--- src/rtl/i2cst_pkg.sv ---
package i2cst_pkg;

    localparam int STATUS_W = 8;

    // Bit positions of the status byte
    localparam int BIT_DA    = 5;
    localparam int BIT_STOP  = 4;
    localparam int BIT_START = 3;
    localparam int BIT_RW    = 2;
    localparam int BIT_UA    = 1;
    localparam int BIT_BF    = 0;

    typedef struct packed {
        logic da;
        logic stop_seen;
        logic start_seen;
        logic rw;
        logic ua;
        logic bf;
        logic xmit;
    } flags_t;

    localparam flags_t FLAGS_RESET = '{default: 1'b0};

endpackage

--- src/rtl/i2cst_sync.sv ---
module i2cst_sync #(
    parameter int   STAGES    = 2,
    parameter logic RESET_VAL = 1'b1
) (
    input  logic clk,
    input  logic rst_n,
    input  logic d,
    output logic q
);

    logic [STAGES-1:0] sh_d, sh_q;

    generate
        if (STAGES == 1) begin : g_single
            always_comb sh_d = d;
        end else begin : g_chain
            always_comb sh_d = {sh_q[STAGES-2:0], d};
        end
    endgenerate

    always_ff @(posedge clk or negedge rst_n) begin
        if (!rst_n) sh_q <= {STAGES{RESET_VAL}};
        else        sh_q <= sh_d;
    end

    assign q = sh_q[STAGES-1];

endmodule

--- src/rtl/i2cst_cond_detect.sv ---
module i2cst_cond_detect (
    input  logic clk,
    input  logic rst_n,
    input  logic scl_s,
    input  logic sda_s,
    output logic start_o,
    output logic stop_o
);

    typedef struct packed {
        logic scl_prev;
        logic sda_prev;
    } hist_t;

    hist_t hist_d, hist_q;
    logic  scl_stable_hi;

    always_comb begin
        hist_d          = hist_q;
        hist_d.scl_prev = scl_s;
        hist_d.sda_prev = sda_s;
        scl_stable_hi   = scl_s & hist_q.scl_prev;
        start_o         = scl_stable_hi &  hist_q.sda_prev & ~sda_s;
        stop_o          = scl_stable_hi & ~hist_q.sda_prev &  sda_s;
    end

    always_ff @(posedge clk or negedge rst_n) begin
        if (!rst_n) hist_q <= '{scl_prev: 1'b1, sda_prev: 1'b1};
        else        hist_q <= hist_d;
    end


    cond_needs_scl_high_chk: assert property (@(posedge clk) disable iff (!rst_n)
        (start_o || stop_o) |-> (scl_s && hist_q.scl_prev));


    start_is_fall_chk: assert property (@(posedge clk) disable iff (!rst_n)
        start_o |=> !hist_q.sda_prev);


    stop_is_rise_chk: assert property (@(posedge clk) disable iff (!rst_n)
        stop_o |=> hist_q.sda_prev);


    start_stop_excl_chk: assert property (@(posedge clk) disable iff (!rst_n)
        !(start_o && stop_o));

endmodule

--- src/rtl/i2cst_status_reg.sv ---
module i2cst_status_reg
    import i2cst_pkg::*;
(
    input  logic   clk,
    input  logic   rst_n,
    input  logic   enable,
    input  logic   start_evt,
    input  logic   stop_evt,
    input  logic   addr_match,
    input  logic   addr_rw,
    input  logic   addr_ten_pending,
    input  logic   byte_done,
    input  logic   byte_is_data,
    input  logic   ack,
    input  logic   tx_start,
    input  logic   addr_reg_wr,
    input  logic   buf_rd,
    output flags_t flags_o
);

    flags_t flags_d, flags_q;
    logic   bus_cond;

    always_comb begin
        flags_d  = flags_q;
        bus_cond = start_evt | stop_evt;

        if (!enable) begin
            flags_d = FLAGS_RESET;
        end else begin
            // Bus condition flags: each one clears the other
            if (start_evt) begin
                flags_d.start_seen = 1'b1;
                flags_d.stop_seen  = 1'b0;
            end
            if (stop_evt) begin
                flags_d.stop_seen  = 1'b1;
                flags_d.start_seen = 1'b0;
            end

            // Data or address of the last byte
            if (byte_done) flags_d.da = byte_is_data;

            // Direction: valid from match until the next START, STOP or ACK
            if (bus_cond || ack) flags_d.rw = 1'b0;
            if (addr_match)      flags_d.rw = addr_rw;

            // Ten-bit address update request
            if (addr_reg_wr)                     flags_d.ua = 1'b0;
            if (addr_match && addr_ten_pending)  flags_d.ua = 1'b1;

            // Buffer-full and transfer direction
            if (bus_cond) flags_d.xmit = 1'b0;
            if (flags_q.xmit) begin
                if (byte_done) flags_d.bf = 1'b0;
            end else begin
                if (buf_rd)    flags_d.bf = 1'b0;
                if (byte_done) flags_d.bf = 1'b1;
            end
            if (tx_start) begin
                flags_d.bf   = 1'b1;
                flags_d.xmit = 1'b1;
            end
        end
    end

    always_ff @(posedge clk or negedge rst_n) begin
        if (!rst_n) flags_q <= FLAGS_RESET;
        else        flags_q <= flags_d;
    end

    assign flags_o = flags_q;


    start_sets_flag_chk: assert property (@(posedge clk) disable iff (!rst_n)
        (enable && start_evt) |=> (flags_q.start_seen && !flags_q.stop_seen));


    stop_sets_flag_chk: assert property (@(posedge clk) disable iff (!rst_n)
        (enable && stop_evt) |=> (flags_q.stop_seen && !flags_q.start_seen));


    disable_clears_chk: assert property (@(posedge clk) disable iff (!rst_n)
        !enable |=> (flags_q == FLAGS_RESET));


    rw_latch_chk: assert property (@(posedge clk) disable iff (!rst_n)
        (enable && addr_match) |=> (flags_q.rw == $past(addr_rw)));


    rw_window_end_chk: assert property (@(posedge clk) disable iff (!rst_n)
        (enable && !addr_match && (start_evt || stop_evt || ack)) |=> !flags_q.rw);


    ua_clear_chk: assert property (@(posedge clk) disable iff (!rst_n)
        (addr_reg_wr && !(addr_match && addr_ten_pending)) |=> !flags_q.ua);


    rx_full_chk: assert property (@(posedge clk) disable iff (!rst_n)
        (enable && !flags_q.xmit && byte_done) |=> flags_q.bf);


    tx_start_chk: assert property (@(posedge clk) disable iff (!rst_n)
        (enable && tx_start) |=> (flags_q.bf && flags_q.xmit));

endmodule

--- src/rtl/i2c_status_tracker.sv ---
module i2c_status_tracker
    import i2cst_pkg::*;
#(
    parameter int SYNC_STAGES = 2
) (
    input  logic                clk,
    input  logic                rst_n,
    input  logic                enable,
    input  logic                scl_raw,
    input  logic                sda_raw,
    input  logic                addr_match,
    input  logic                addr_rw,
    input  logic                addr_ten_pending,
    input  logic                byte_done,
    input  logic                byte_is_data,
    input  logic                ack,
    input  logic                tx_start,
    input  logic                addr_reg_wr,
    input  logic                buf_rd,
    output logic [STATUS_W-1:0] status
);

    logic   scl_s, sda_s;
    logic   start_evt, stop_evt;
    flags_t flags;

    i2cst_sync #(.STAGES(SYNC_STAGES), .RESET_VAL(1'b1)) u_scl_sync (
        .clk(clk), .rst_n(rst_n), .d(scl_raw), .q(scl_s)
    );

    i2cst_sync #(.STAGES(SYNC_STAGES), .RESET_VAL(1'b1)) u_sda_sync (
        .clk(clk), .rst_n(rst_n), .d(sda_raw), .q(sda_s)
    );

    i2cst_cond_detect u_detect (
        .clk(clk), .rst_n(rst_n), .scl_s(scl_s), .sda_s(sda_s),
        .start_o(start_evt), .stop_o(stop_evt)
    );

    i2cst_status_reg u_status (
        .clk(clk), .rst_n(rst_n), .enable(enable),
        .start_evt(start_evt), .stop_evt(stop_evt),
        .addr_match(addr_match), .addr_rw(addr_rw),
        .addr_ten_pending(addr_ten_pending),
        .byte_done(byte_done), .byte_is_data(byte_is_data),
        .ack(ack), .tx_start(tx_start),
        .addr_reg_wr(addr_reg_wr), .buf_rd(buf_rd),
        .flags_o(flags)
    );

    always_comb begin
        status            = '0;
        status[BIT_DA]    = flags.da;
        status[BIT_STOP]  = flags.stop_seen;
        status[BIT_START] = flags.start_seen;
        status[BIT_RW]    = flags.rw;
        status[BIT_UA]    = flags.ua;
        status[BIT_BF]    = flags.bf;
    end


    reserved_zero_chk: assert property (@(posedge clk) disable iff (!rst_n)
        status[7:6] == 2'b00);


    start_stop_onehot_chk: assert property (@(posedge clk) disable iff (!rst_n)
        $onehot0(status[4:3]));

endmodule

--- config.mk ---
export PLATFORM = sky130hd
export DESIGN_NAME = i2c_status_tracker
export DESIGN_NICKNAME = d
export VERILOG_FILES = /design/src/rtl/i2cst_pkg.sv /design/src/rtl/i2cst_sync.sv /design/src/rtl/i2cst_cond_detect.sv /design/src/rtl/i2cst_status_reg.sv /design/src/rtl/i2c_status_tracker.sv
export SDC_FILE = /design/constraint.sdc
export NUM_CORES = 1
export LEC_CHECK = 0
export ABC_AREA = 1
export CORE_AREA = 2 2 39 41
export DETAILED_ROUTE_END_ITERATION = 8
export DIE_AREA = 0 0 41 43
export DONT_BUFFER_PORTS = 1
export PLACE_DENSITY = 0.56
export SYNTH_ARGS = -nofsm -noshare
export SYNTH_HDL_FRONTEND = slang
export SYNTH_SLANG_ARGS = --single-unit
export TNS_END_PERCENT = 100
--- constraint.sdc ---
create_clock -name clk -period 1.2 [get_ports clk]
set_input_delay 0.06 -clock clk [delete_from_list [all_inputs] [get_ports clk]]
set_output_delay 0.06 -clock clk [all_outputs]
set_load 0.005 [all_outputs]
## Word-level counts from Yosys, hierarchy flattened

Cells that the tools add are included.

- Reductions and logical operators: 3
- Eq/ne operators: 7
- Bitwise operators: 8
- Muxes and demuxes: 14

Operators by type and width:

| kind | number |
|---|---|
| 3-bit by 1-bit != test with 1-bit output, second input constant | 4 |
| 1-bit two-way mux | 10 |
| 7-bit two-way mux | 1 |
| 2-bit two-way mux | 3 |
| 1-bit AND | 5 |
| 4-bit by 1-bit != test with 1-bit output, second input constant | 1 |
| 4-bit != test, second input constant | 1 |
| 2-bit by 1-bit != test with 1-bit output, second input constant | 1 |
| 1-bit inverter | 2 |
| 2-bit AND reduction | 1 |
| 1-bit logical AND | 1 |
| 1-bit logical OR | 1 |
| 1-bit bitwise OR | 1 |

- Bits in registers: 13
- Word-level logic and storage cells: 43

## Longest topological paths before layout

- Word-level depth: 8
- Mapped depth: 6
- Mapped depth without buffers: 6

## Modules after synthesis

From an unflattened synthesis, not the netlist that was laid out.

- Cell total of the unflattened synthesis: 54
- Area, all modules: 508.0 um2

By module, submodules not included:

| module | sequential area each (um2) | instances | area an instance (um2) | cells an instance |
|---|---|---|---|---|
| i2cst_status_reg | 175.2 | 1 | 305.3 | 38 |
| i2cst_sync | 52.6 | 2 | 52.6 | 2 |
| i2cst_cond_detect | 52.6 | 1 | 78.8 | 9 |
| i2c_status_tracker | 0.0 | 1 | 18.8 | 3 |

## Worst setup path after synthesis

Ideal clock, no wire load.

- Kind: register -> register
- From: reg u_detect.hist_q[0] in the netlist's numbering
- To: reg u_status.flags_q, in the netlist u_status.flags_o[5]
- Setup slack: 204 ps
- Data arrival time: 879 ps
- Path buffers: 0
- Cell stages (with the launch flop): 6
- Data required time: 1082 ps
- Cell sequence: dfstp_2 -> inv_1 -> nor2_1 -> nand2_1 -> a21oi_1 -> nor2_1

- Word-level cells in the longest chain between the ends: 5

Ends and longest elaborated chain:

| element | RTL line | source |
|---|---|---|
| from (decl) | i2cst_cond_detect.sv:15 | `hist_t hist_d, hist_q;` |
| from (signal assigned) | i2cst_cond_detect.sv:28 | `if (!rst_n) hist_q <= '{scl_prev: 1'b1, sda_prev: 1'b1};` |
| from (signal assigned) | i2cst_cond_detect.sv:29 | `else hist_q <= hist_d;` |
| 1-bit inverter | i2cst_cond_detect.sv:24 | `stop_o = scl_stable_hi & ~hist_q.sda_prev & sda_s;` |
| 1-bit AND (2 in a row) | i2cst_cond_detect.sv:24 |  |
| 2-bit two-way mux | i2cst_status_reg.sv:36 | `if (stop_evt) begin` |
| 7-bit two-way mux | i2cst_status_reg.sv:28 | `if (!enable) begin` |
| to (signal assigned) | i2cst_status_reg.sv:69 | `else flags_q <= flags_d;` |
| to (decl) | i2cst_status_reg.sv:21 | `flags_t flags_d, flags_q;` |

Parallel ways exist; a longest one is shown, timed or not.
A chain may end at the register's enable or synchronous reset.

## Final worst setup path

- From: in addr_rw
- To: reg u_status.flags_q, in the netlist u_status.flags_o[3]

- Word-level cells in the longest chain between the ends: 2

Ends and longest elaborated chain:

| element | RTL line | source |
|---|---|---|
| from (decl) | i2c_status_tracker.sv:12 | `input logic addr_rw,` |
| 1-bit two-way mux | i2cst_status_reg.sv:46 | `if (addr_match) flags_d.rw = addr_rw;` |
| 7-bit two-way mux | i2cst_status_reg.sv:28 |  |

No other way between the ends.

==> summary.txt <==
Outcome
  • Run status: finished clean

Synthesis
  • Netlist cell types: 14
  • Post-synthesis mux area share: 0%
  • Cell count after synthesis: 58
  • XOR/XNOR Fraction of Synth Area: 0%
  • Seq/Total Area, Yosys: 59.8%
  • Synth Warn #: 0
  • Main combinational cell family by area after synthesis: simple AND/OR/NAND/NOR gates
  • Syn Area/Cell: 9.60 sq um
  • Post-synthesis adder-cell area fraction: 0%
  • Post-synthesis cell area: 557 sq um
  • Synth Area in Compound Gates: 4.72%
  • Synth Area in Simple Gates: 19.3%
  • Yosys reg bits: 13

Timing
  • Final Hold Fails: 0
  • Final Setup Violations: 0
  • Final period util: between 90 and 100%
  • Max Slew Vio Count: 0
  • Setup TNS after final layout: 0 ns
  • Unrepaired setup endpoints after global routing: no
  • Min Hold Slack: 0.0175 ns
  • Min Tclk post-route: 1.09 ns
  • Clock skew: 0.00647 ns
  • Post-route setup slack: 0.114 ns
  • FMAX: 920 MHz
  • Slew margin rel.: between 60% and 70%
  • Worst-margin pin slew: ~0.55 ns

Placed design
  • I/O Buffers: 0
  • Placer Congestion: 0.652
  • Dpl ws: 0.141 ns
  • Post-DP HPWL: 617 um

Detailed routing
  • WL per Instance: ~12 um
  • Residual DRC: 0
  • Total Wirelength: 1010 um
  • Antenna-violating nets left: 0
  • Vias: 396
  • First drt pass iteration count: 2
  • Via density: 4.60
  • First DRT Iteration DRCs: 8

Power
  • Peak supply drop: 0.000789 V
  • Leak: 0.000344 uW
  • Power, Total: 836 uW
  • Power density cells: 1190 nW/um^2

Hold path
  • Hold Path End: u_status.flags_o[1]$_DFFE_PN0P_
  • Worst hold path class: in2reg
  • Hold Path Origin: byte_done
  • Hold Path Stages: 2

Critical path
  • Worst Setup Start Kind: input pin
  • Worst R2R Setup Slack: 0.13 ns
  • Critical Path AT: 1.26 ns
  • CP Max Fanout: 1
  • Worst EP required: 1.37 ns
  • R2R depth: 5
  • Crit. End Element: flip-flop
  • FF-to-FF Start: u_detect.hist_q[0]$_DFF_PN1_
  • Crit path kind: in2reg
  • End of the worst register-to-register path: u_status.flags_o[5]$_DFFE_PN0P_

Clock tree
  • CTS Sinks: 13
  • H-tree Lvls: 1
  • CTS tree: built
  • Clk_lat worst skew: 0.27 ns
  • Cts bufs inserted: 3
  • Root buf cell: clkbuf_4
  • Maximum clock path buffer count: 2
  • Reg clk slew, reported paths: 0.08 ns

Final layout
  • Reg area: 333 sq um
  • Final-layout fill cell count: 138
  • Layout area overhead: 26.1%
  • Most frequent cells in the layout: 13 x dlygate4sd3_1, 11 x nand2_1, 7 x dfrtp_1
  • N_diodes: 0
  • Area used by multi-input combinational logic: approximately 140 sq um
  • Post-layout nets: 85
  • Share of cells above drive strength 1: between 15 and 20%
  • Most common cell after layout, fill and taps aside: dlygate4sd3_1
  • Post-layout util: between 50 and 60%

Floorplan
  • Row Count: 14
  • Die W: slightly above 40 um
  • CORE AREA: 1380 sq um
  • Die ar.: 1760 sq um
  • Chip height: ~43 um
  • Starting density of the core: between 40% and 50%
  • # IOs: 22

Global route
  • Largest net degree at the start of global routing: 14
  • Gr ovfl total: 0
  • Vias in the first global route: between 400 and 500
  • First-pass GRT wire length: 1730 um
  • Total Routing Usage GR: 15.0%
  • Initial antenna violation count: 0

Job
  • Max Cap Viol: 0
-- cell type report --
| class | instances | share of cell area (%) |
|---|---|---|
| Clock buffer | 4 | 3.74 |
| Sequential cell | 13 | 47.4 |
| Multi-Input combinational cell | 31 | 20.1 |
| Inverter | 7 | 3.74 |
| Tap cell | 16 | 2.85 |
| Timing Repair Buffer | 15 | 22.1 |
-- stage by stage --
step           instance area [sq um]  std cells
6_report                         702         86
4_1_cts                          697         86
2_1_floorplan                    561         59
3_3_place_gp                     520         67
5_1_grt                          702         86
3_5_place_dp                     520         67
-- worst max-delay path, cell delays in order --
cell and delay [ns]:
dlygate4sd3_1 0.53, nand3_1 0.07, dlygate4sd3_1 0.54, nand2_1 0.05
-- registers in the layout, summed over array words and instances, names as in the netlist --
signal and flops:
u_scl_sync.sh_q 2, u_detect.hist_q 2, u_sda_sync.sh_q 2, u_status.flags_o 7
-- where the power goes --
group | total [uW] | switching, uW | internal [uW] | leakage (uW)
clock network | 264 | 135 | 128 | 0.0000150
registers | 481 | 12.2 | 469 | 0.000156
logic | 91.2 | 42.6 | 48.6 | 0.000174
total | 836 | 190 | 646 | 0.000344
-- logic make-up after synthesis --
group	Yosys count
other	1
AO/OA/AOI/OAI	5
AND/OR/NAND/NOR	24
flip-flops	13
buffers and inverters	15
-- synth_stat cells --
library cell	count	share of area, %
a21oi_1	4	3.6
inv_1	6	4.0
dfstp_2	6	28
buf_4	8	11
nand3b_1	1	1.3
dfrtp_1	7	31
o22ai_1	1	1.1
nand2_1	11	7.4
nor3b_1	1	1.3
nor2_1	5	3.4
nor2_2	2	2.2
inv_2	1	0.67
conb_1	1	0.67
nand3_1	4	3.6
-- worst max path at each step --
stage | from | to | depth (start not counted)
6_report | addr_rw | u_status.flags_o[3]$_DFFE_PN0P_ | 4
5_1_grt | u_scl_sync.sh_q[1]$_DFF_PN1_ | u_status.flags_o[0]$_DFFE_PN0P_ | 5
4_1_cts | enable | u_status.flags_o[3]$_DFFE_PN0P_ | 4
3_5_place_dp | u_detect.hist_q[0]$_DFF_PN1_ | u_status.flags_o[5]$_DFFE_PN0P_ | 5
3_3_place_gp | u_detect.hist_q[0]$_DFF_PN1_ | u_status.flags_o[5]$_DFFE_PN0P_ | 5
2_1_floorplan | u_detect.hist_q[0]$_DFF_PN1_ | u_status.flags_o[5]$_DFFE_PN0P_ | 5
-- timing repair --
| item | CTS | global route |
|---|---|---|
| hold buffers | 15 | 0 |
| endpoints found under the hold margin | 21 | 0 |
| setup buffers | 0 | 0 |
| resized for setup | 0 | 2 |
| endpoints found under the setup margin | 0 | 3 |
-- per-layer routing --
| layer | up-vias | part of all wire [%] | global-route usage, % |
|---|---|---|---|
| met5 | - | 0 | 0 |
| met4 | 0 | 0 | 6.00 |
| met3 | 0 | 6.7 | 7.33 |
| met2 | 14 | 54 | 23.1 |
| met1 | 189 | 40 | 16.9 |
| li1 | 193 | - | - |
Power figures use the tool's default switching activity.
